[config.mk]
export PLATFORM = sky130hd
export DESIGN_NAME = rlac_realign_ctrl
export DESIGN_NICKNAME = d
export VERILOG_FILES = /design/src/rtl/rlac_pkg.sv /design/src/rtl/rlac_cycle_timer.sv /design/src/rtl/rlac_sat_counter.sv /design/src/rtl/rlac_realign_ctrl.sv
export SDC_FILE = /design/constraint.sdc
export NUM_CORES = 1
export LEC_CHECK = 0
export BUFFER_PORTS_ARGS = -buffer_cell sky130_fd_sc_hd__buf_2
export CORE_MARGIN = 4
export CORE_UTILIZATION = 47
export CTS_BUF_LIST = sky130_fd_sc_hd__clkbuf_4 sky130_fd_sc_hd__clkbuf_8 sky130_fd_sc_hd__clkbuf_16
export DETAILED_ROUTE_END_ITERATION = 16
export PLACE_DENSITY = 0.74
export SYNTH_ARGS = -nofsm -noshare
export SYNTH_HDL_FRONTEND = slang
export SYNTH_SLANG_ARGS = --single-unit
[constraint.sdc]
create_clock -name clk -period 2.77 [get_ports clk]
set_input_delay 0.4155 -clock clk [delete_from_list [all_inputs] [get_ports clk]]
set_output_delay 0.4155 -clock clk [all_outputs]
set_load 0.01 [all_outputs]
[src/rtl/rlac_pkg.sv]
package rlac_pkg;

    typedef enum logic [2:0] {
        ST_IDLE_LOCKED = 3'd0,
        ST_WAIT_OOF    = 3'd1,
        ST_SETTLE      = 3'd2,
        ST_REQUEST     = 3'd3,
        ST_WAIT_DONE   = 3'd4
    } rlac_state_e;

endpackage

[src/rtl/rlac_cycle_timer.sv]
// Counts cycles while run_i is high and reports when the limit is reached.
// The count returns to zero in any cycle with run_i low.
module rlac_cycle_timer #(
    parameter int W = 16
) (
    input  logic         clk,
    input  logic         rst_n,
    input  logic         run_i,
    input  logic [W-1:0] limit_i,
    output logic         expired_o
);

    logic [W-1:0] cnt_q;

    always_ff @(posedge clk or negedge rst_n) begin
        if (!rst_n) begin
            cnt_q <= '0;
        end else if (!run_i) begin
            cnt_q <= '0;
        end else if (cnt_q < limit_i) begin
            cnt_q <= cnt_q + 1'b1;
        end
    end

    assign expired_o = run_i && (cnt_q >= limit_i);

endmodule

[src/rtl/rlac_sat_counter.sv]
// Counts increments and holds at the maximum value instead of wrapping.
module rlac_sat_counter #(
    parameter int W = 8
) (
    input  logic         clk,
    input  logic         rst_n,
    input  logic         inc_i,
    output logic [W-1:0] count_o
);

    localparam logic [W-1:0] MAXV = {W{1'b1}};

    logic [W-1:0] cnt_q;

    always_ff @(posedge clk or negedge rst_n) begin
        if (!rst_n) begin
            cnt_q <= '0;
        end else if (inc_i && (cnt_q != MAXV)) begin
            cnt_q <= cnt_q + 1'b1;
        end
    end

    assign count_o = cnt_q;

    AST_SAT_NO_WRAP: assert property (@(posedge clk) disable iff (!rst_n)
        (cnt_q == MAXV) |=> (cnt_q == MAXV));

    AST_SAT_NO_DECREASE: assert property (@(posedge clk) disable iff (!rst_n)
        1'b1 |=> (cnt_q >= $past(cnt_q)));

endmodule

[src/rtl/rlac_realign_ctrl.sv]
module rlac_realign_ctrl
    import rlac_pkg::*;
#(
    parameter int CNT_W  = 16,
    parameter int FAIL_W = 8
) (
    input  logic              clk,
    input  logic              rst_n,
    input  logic              oof_i,
    input  logic              dip_err_i,
    input  logic              align_done_i,
    input  logic [CNT_W-1:0]  settle_cycles_i,
    input  logic [CNT_W-1:0]  timeout_cycles_i,
    output logic              align_req_o,
    output logic              frame_pat_o,
    output logic [2:0]        state_o,
    output logic [FAIL_W-1:0] fail_cnt_o,
    output logic              stray_done_o
);

    rlac_state_e state_q, state_d;
    logic        settle_done;
    logic        wait_expired;
    logic        fail_inc;
    logic        stray_q;

    // Settle delay: counts while in SETTLE.
    rlac_cycle_timer #(.W(CNT_W)) u_settle (
        .clk       (clk),
        .rst_n     (rst_n),
        .run_i     (state_q == ST_SETTLE),
        .limit_i   (settle_cycles_i),
        .expired_o (settle_done)
    );

    // Alignment timeout: counts while in WAIT_DONE.
    rlac_cycle_timer #(.W(CNT_W)) u_timeout (
        .clk       (clk),
        .rst_n     (rst_n),
        .run_i     (state_q == ST_WAIT_DONE),
        .limit_i   (timeout_cycles_i),
        .expired_o (wait_expired)
    );

    rlac_sat_counter #(.W(FAIL_W)) u_fails (
        .clk     (clk),
        .rst_n   (rst_n),
        .inc_i   (fail_inc),
        .count_o (fail_cnt_o)
    );

    // State register
    always_ff @(posedge clk or negedge rst_n) begin
        if (!rst_n) begin
            state_q <= ST_IDLE_LOCKED;
        end else begin
            state_q <= state_d;
        end
    end

    // Next-state logic
    always_comb begin
        state_d  = state_q;
        fail_inc = 1'b0;
        unique case (state_q)
            ST_IDLE_LOCKED: begin
                if (oof_i) begin
                    state_d = ST_SETTLE;
                end else if (dip_err_i) begin
                    state_d = ST_WAIT_OOF;
                end
            end
            ST_WAIT_OOF: begin
                if (oof_i) begin
                    state_d = ST_SETTLE;
                end
            end
            ST_SETTLE: begin
                if (!oof_i) begin
                    state_d = ST_IDLE_LOCKED;
                end else if (settle_done) begin
                    state_d = ST_REQUEST;
                end
            end
            ST_REQUEST: begin
                state_d = oof_i ? ST_WAIT_DONE : ST_IDLE_LOCKED;
            end
            ST_WAIT_DONE: begin
                if (align_done_i) begin
                    state_d = ST_IDLE_LOCKED;
                end else if (wait_expired) begin
                    state_d  = ST_WAIT_OOF;
                    fail_inc = 1'b1;
                end
            end
            default: state_d = ST_IDLE_LOCKED;
        endcase
    end

    // Output logic
    always_comb begin
        align_req_o  = (state_q == ST_REQUEST) && oof_i;
        frame_pat_o  = oof_i;
        state_o      = state_q;
        stray_done_o = stray_q;
    end

    // Sticky flag: alignment-complete arrived while no request was outstanding
    always_ff @(posedge clk or negedge rst_n) begin
        if (!rst_n) begin
            stray_q <= 1'b0;
        end else if (align_done_i && (state_q != ST_WAIT_DONE)) begin
            stray_q <= 1'b1;
        end
    end

    AST_REQ_AFTER_SETTLE: assert property (@(posedge clk) disable iff (!rst_n)
        align_req_o |-> ($past(state_q) == ST_SETTLE));

    AST_REQ_SINGLE_CYCLE: assert property (@(posedge clk) disable iff (!rst_n)
        align_req_o |=> !align_req_o);

    AST_FAIL_ONLY_FROM_WAIT: assert property (@(posedge clk) disable iff (!rst_n)
        (fail_cnt_o != $past(fail_cnt_o)) |-> ($past(state_q) == ST_WAIT_DONE));

    AST_DIP_NO_RESTART: assert property (@(posedge clk) disable iff (!rst_n)
        (state_q == ST_WAIT_DONE && dip_err_i && !align_done_i && !wait_expired)
        |=> (state_q == ST_WAIT_DONE));

    AST_STRAY_STICKY: assert property (@(posedge clk) disable iff (!rst_n)
        stray_done_o |=> stray_done_o);

    AST_LOCKED_HOLDS: assert property (@(posedge clk) disable iff (!rst_n)
        (state_q == ST_IDLE_LOCKED && !oof_i && !dip_err_i)
        |=> (state_q == ST_IDLE_LOCKED));

endmodule

==> flow_metrics.env <==
export IMPL_fillCellCount=584
export IMPL_worst_path_buf_inv=1
export IMPL_grtUsageMet1_pct=24.72
export IMPL_vdd_ir_drop_max_uv=306.1
export IMPL_finalSetupTns_ns=0
export IMPL_syn_num_nets=411
export IMPL_fin_crit_sh_pct=90.80
export IMPL_insertion_delay_ns=0.30
export IMPL_grt_pass1_vias=2532
export IMPL_holdWs_ns=0.2503
export IMPL_grt_busiest_layer="met2"
export IMPL_synth_ff_type="dfrtp_1"
export IMPL_rows=29
export IMPL_critPathKind="reg -> reg"
export IMPL_rr_worst_depth=8
export IMPL_status="completed"
export IMPL_post_route_drc_count=0
export IMPL_cp_slowest_cell="dfrtp_1"
export IMPL_wl_mm=6.497
export IMPL_cts_root_buf="clkbuf_8"
export IMPL_antennaDiodeCount=0
export IMPL_finalPower_w=0.001454
export IMPL_cp_start_kind="register"
export IMPL_path_cells="ha_1 > a21oi_1 > o21ai_0 > a21oi_2 > nand3_2 > buf_4 > or3_1 > a21oi_1"
export IMPL_grt_use_total_pct=17.66
export IMPL_cp_num_cells=8
export IMPL_hold_viol_final=0
export IMPL_cts_buffer_depth=2
export IMPL_area_growth_pct=14.03
export IMPL_firstDrtPassIters=4
export IMPL_grt_use_met2_pct=28.13
export IMPL_crit_start="u_timeout.cnt_q[11]"
export IMPL_syn_cell_area_mm2=0.003095
export IMPL_cp_common_cell="a21oi_1"
export IMPL_critPathRequiredTime_ns=2.98
export IMPL_die_height_um=89.16
export IMPL_slew_headroom_pct=36.26
export IMPL_grtUsageMet3_pct=3.502
export IMPL_core_area_mm2=0.006386
export IMPL_rrSetupSlack_ns=0.25
export IMPL_rsz0062_at_grt="no"
export IMPL_yosysUniqueCellTypes=51
export IMPL_syn_inst=339
export IMPL_max_stage_delay_ns=0.44
export IMPL_seqCellArea_mm2=0.001101
export IMPL_h_tree_depth=2
export IMPL_wl_per_cell_um=13.82
export IMPL_fmax_ghz=0.3976
export IMPL_antenna_found_initial=0
export IMPL_critPathMaxFanout=18
export IMPL_port_buffer_count=50
export IMPL_clk_pin_slew_ns=0.09
export IMPL_worstPathArrival_ns=2.73
export IMPL_grt_max_degree=45
export IMPL_die_area_mm2=0.007949
export IMPL_drtIter0Drc=120
export IMPL_skew_ns=0.01236
export IMPL_antenna_left=0
export IMPL_drive_gt1_share_pct=19.08
export IMPL_clock_sinks=44
export IMPL_ys_seq_elements=44
export IMPL_viasPerCell=5.562
export IMPL_r2r_start="u_timeout.cnt_q[11]"
export IMPL_multi_input_area_mm2=0.001809
export IMPL_ys_seq_area_share_pct=35.57
export IMPL_setup_violations=0
export IMPL_holdBufCountCts=0
export IMPL_cp_end_kind="register"
export IMPL_synth_edf_count=0
export IMPL_globalplace_congestion=0.8037
export IMPL_power_density_mw_per_mm2=412.0
export IMPL_io_pin_count=51
export IMPL_yosysWarnings=0
export IMPL_tritoncts="yes"
export IMPL_hpwl_mm=5.098
export IMPL_worstMarginPinSlew_ns=0.9561
export IMPL_min_period_ns=2.515
export IMPL_fin_nets=464
export IMPL_cp_top_family="compound AO/OA/AOI/OAI gates"
export IMPL_grt_pass1_wl_mm=11.16
export IMPL_vias=2614
export IMPL_final_common_cell="buf_2"
export IMPL_mostFrequentLayoutCells="buf_2, dfrtp_1, inv_1"
export IMPL_leakage_nw=1.664
export IMPL_die_x_um=89.16
export IMPL_maxSlewViolCount=0
export IMPL_crit_end="u_timeout.cnt_q[3]"
export IMPL_cts_resized=0
export IMPL_cts_setup_buffers=0
export IMPL_r2r_end="u_timeout.cnt_q[3]"
export IMPL_maxCapViolations=0
export IMPL_hold_class="in -> async"
export IMPL_ys_async_sr_fraction_pct=100.0
export IMPL_overflow=0
export IMPL_synth_area_per_cell_um2=9.131
export IMPL_cts_buffers=5
export IMPL_initial_core_util_pct=48.47
[worst register-to-register path: stages (launching register included)]
cell and delay [ns]:
dfrtp_1 0.44, ha_1 0.32, a21oi_1 0.14, o21ai_0 0.13, a21oi_2 0.28, nand3_2 0.33, buf_4 0.29, or3_1 0.34
a21oi_1 0.15
[how the worst min path moves through the flow]
| stage | from | end | slack [ns] |
|---|---|---|---|
| 3_3_place_gp | stray_done_o | stray_done_o | 0.45 |
| 5_1_grt | rst_n | u_settle.cnt_q[11] | 0.34 |
| 2_1_floorplan | rst_n | state_o[0] | 0.12 |
| 3_5_place_dp | stray_done_o | stray_done_o | 0.45 |
| 6_report | rst_n | u_settle.cnt_q[11] | 0.25 |
| 4_1_cts | rst_n | u_settle.cnt_q[11] | 0.29 |
[synth_stat cells (2+ instances only)]
library cell	instances	area, um^2
mux2i_1	4	40.04
nor3_1	3	15.01
a211oi_1	2	15.01
nand3_1	11	55.05
o21ai_0	11	55.05
or3_1	7	43.79
or4_1	7	52.55
xnor2_1	19	166.4
and4_4	2	22.52
and3_1	4	25.02
and2_1	2	12.51
and4_1	2	17.52
o31ai_1	7	52.55
nand2_1	23	86.33
nor2b_1	3	18.77
o211ai_1	6	45.04
o21a_1	2	15.01
ha_1	35	437.9
nor4b_1	3	26.28
nand4_1	10	62.56
xor2_1	3	26.28
a21oi_1	26	130.1
nor4_1	6	37.54
clkbuf_1	2	7.510
nand4_2	2	25.02
dfrtp_1	44	1101
buf_4	3	22.52
o21ai_1	2	10.01
inv_1	37	138.9
nor2_1	28	105.1
nand2b_1	3	18.77
[per-layer routing]
layer / up-vias / part of all wire (%) / wire, um
met2: 42 / 46 / 2976
li1: 1320 / - / -
met4: 0 / 1.4 / 89
met5: - / 0 / 0
met1: 1245 / 48 / 3149
met3: 7 / 4.3 / 282
[power by group]
group          internal, W  switching [W]  leakage [nW]
logic             0.000100       0.000149          1.00
clock network     0.000278       0.000218        0.0586
registers         0.000667      0.0000427         0.605
[state kept, by name, indices dropped and copies added, names as in the netlist]
signal and cells:
u_settle.cnt_q 16, u_fails.count_o 8, u_timeout.cnt_q 16, state_o 3
stray_done_o 1
[through the flow]
stage          setup slack [ns]  cell area [um^2]  cells  util [%]
6_report                 0.2548              3530    470     55.27
5_1_grt                 0.02710              3530    470     55.27
4_1_cts                  0.2697              3530    470     55.27
3_5_place_dp             0.1772              3418    462     53.53
3_3_place_gp             0.2833              3418    462     53.53
2_1_floorplan            0.6591              3095    339         -
[cells by family (layout without fill, tap and decap cells)]
family,count (synthesis),after routing,share of synthesized area (%)
DFF,44,44,35.57
muxes,5,5,1.657
and+or+nand+nor,123,123,22.47
adders and majority gates,35,35,14.15
xor gates and xnor gates,22,22,6.225
AOI/OAI and AO/OA,66,66,13.94
buffers and inverters,44,98,5.982
[final cells by class]
class / count / area share (%)
Clock buffer: 6 / 2.162
Clock inverter: 2 / 0.9926
Inverter: 37 / 3.935
Multi-Input combinational cell: 251 / 51.26
Sequential cell: 44 / 31.19
Tap cell: 77 / 2.730
Timing Repair Buffer: 53 / 7.728
Note: power is estimated with default switching activity, not from simulation.
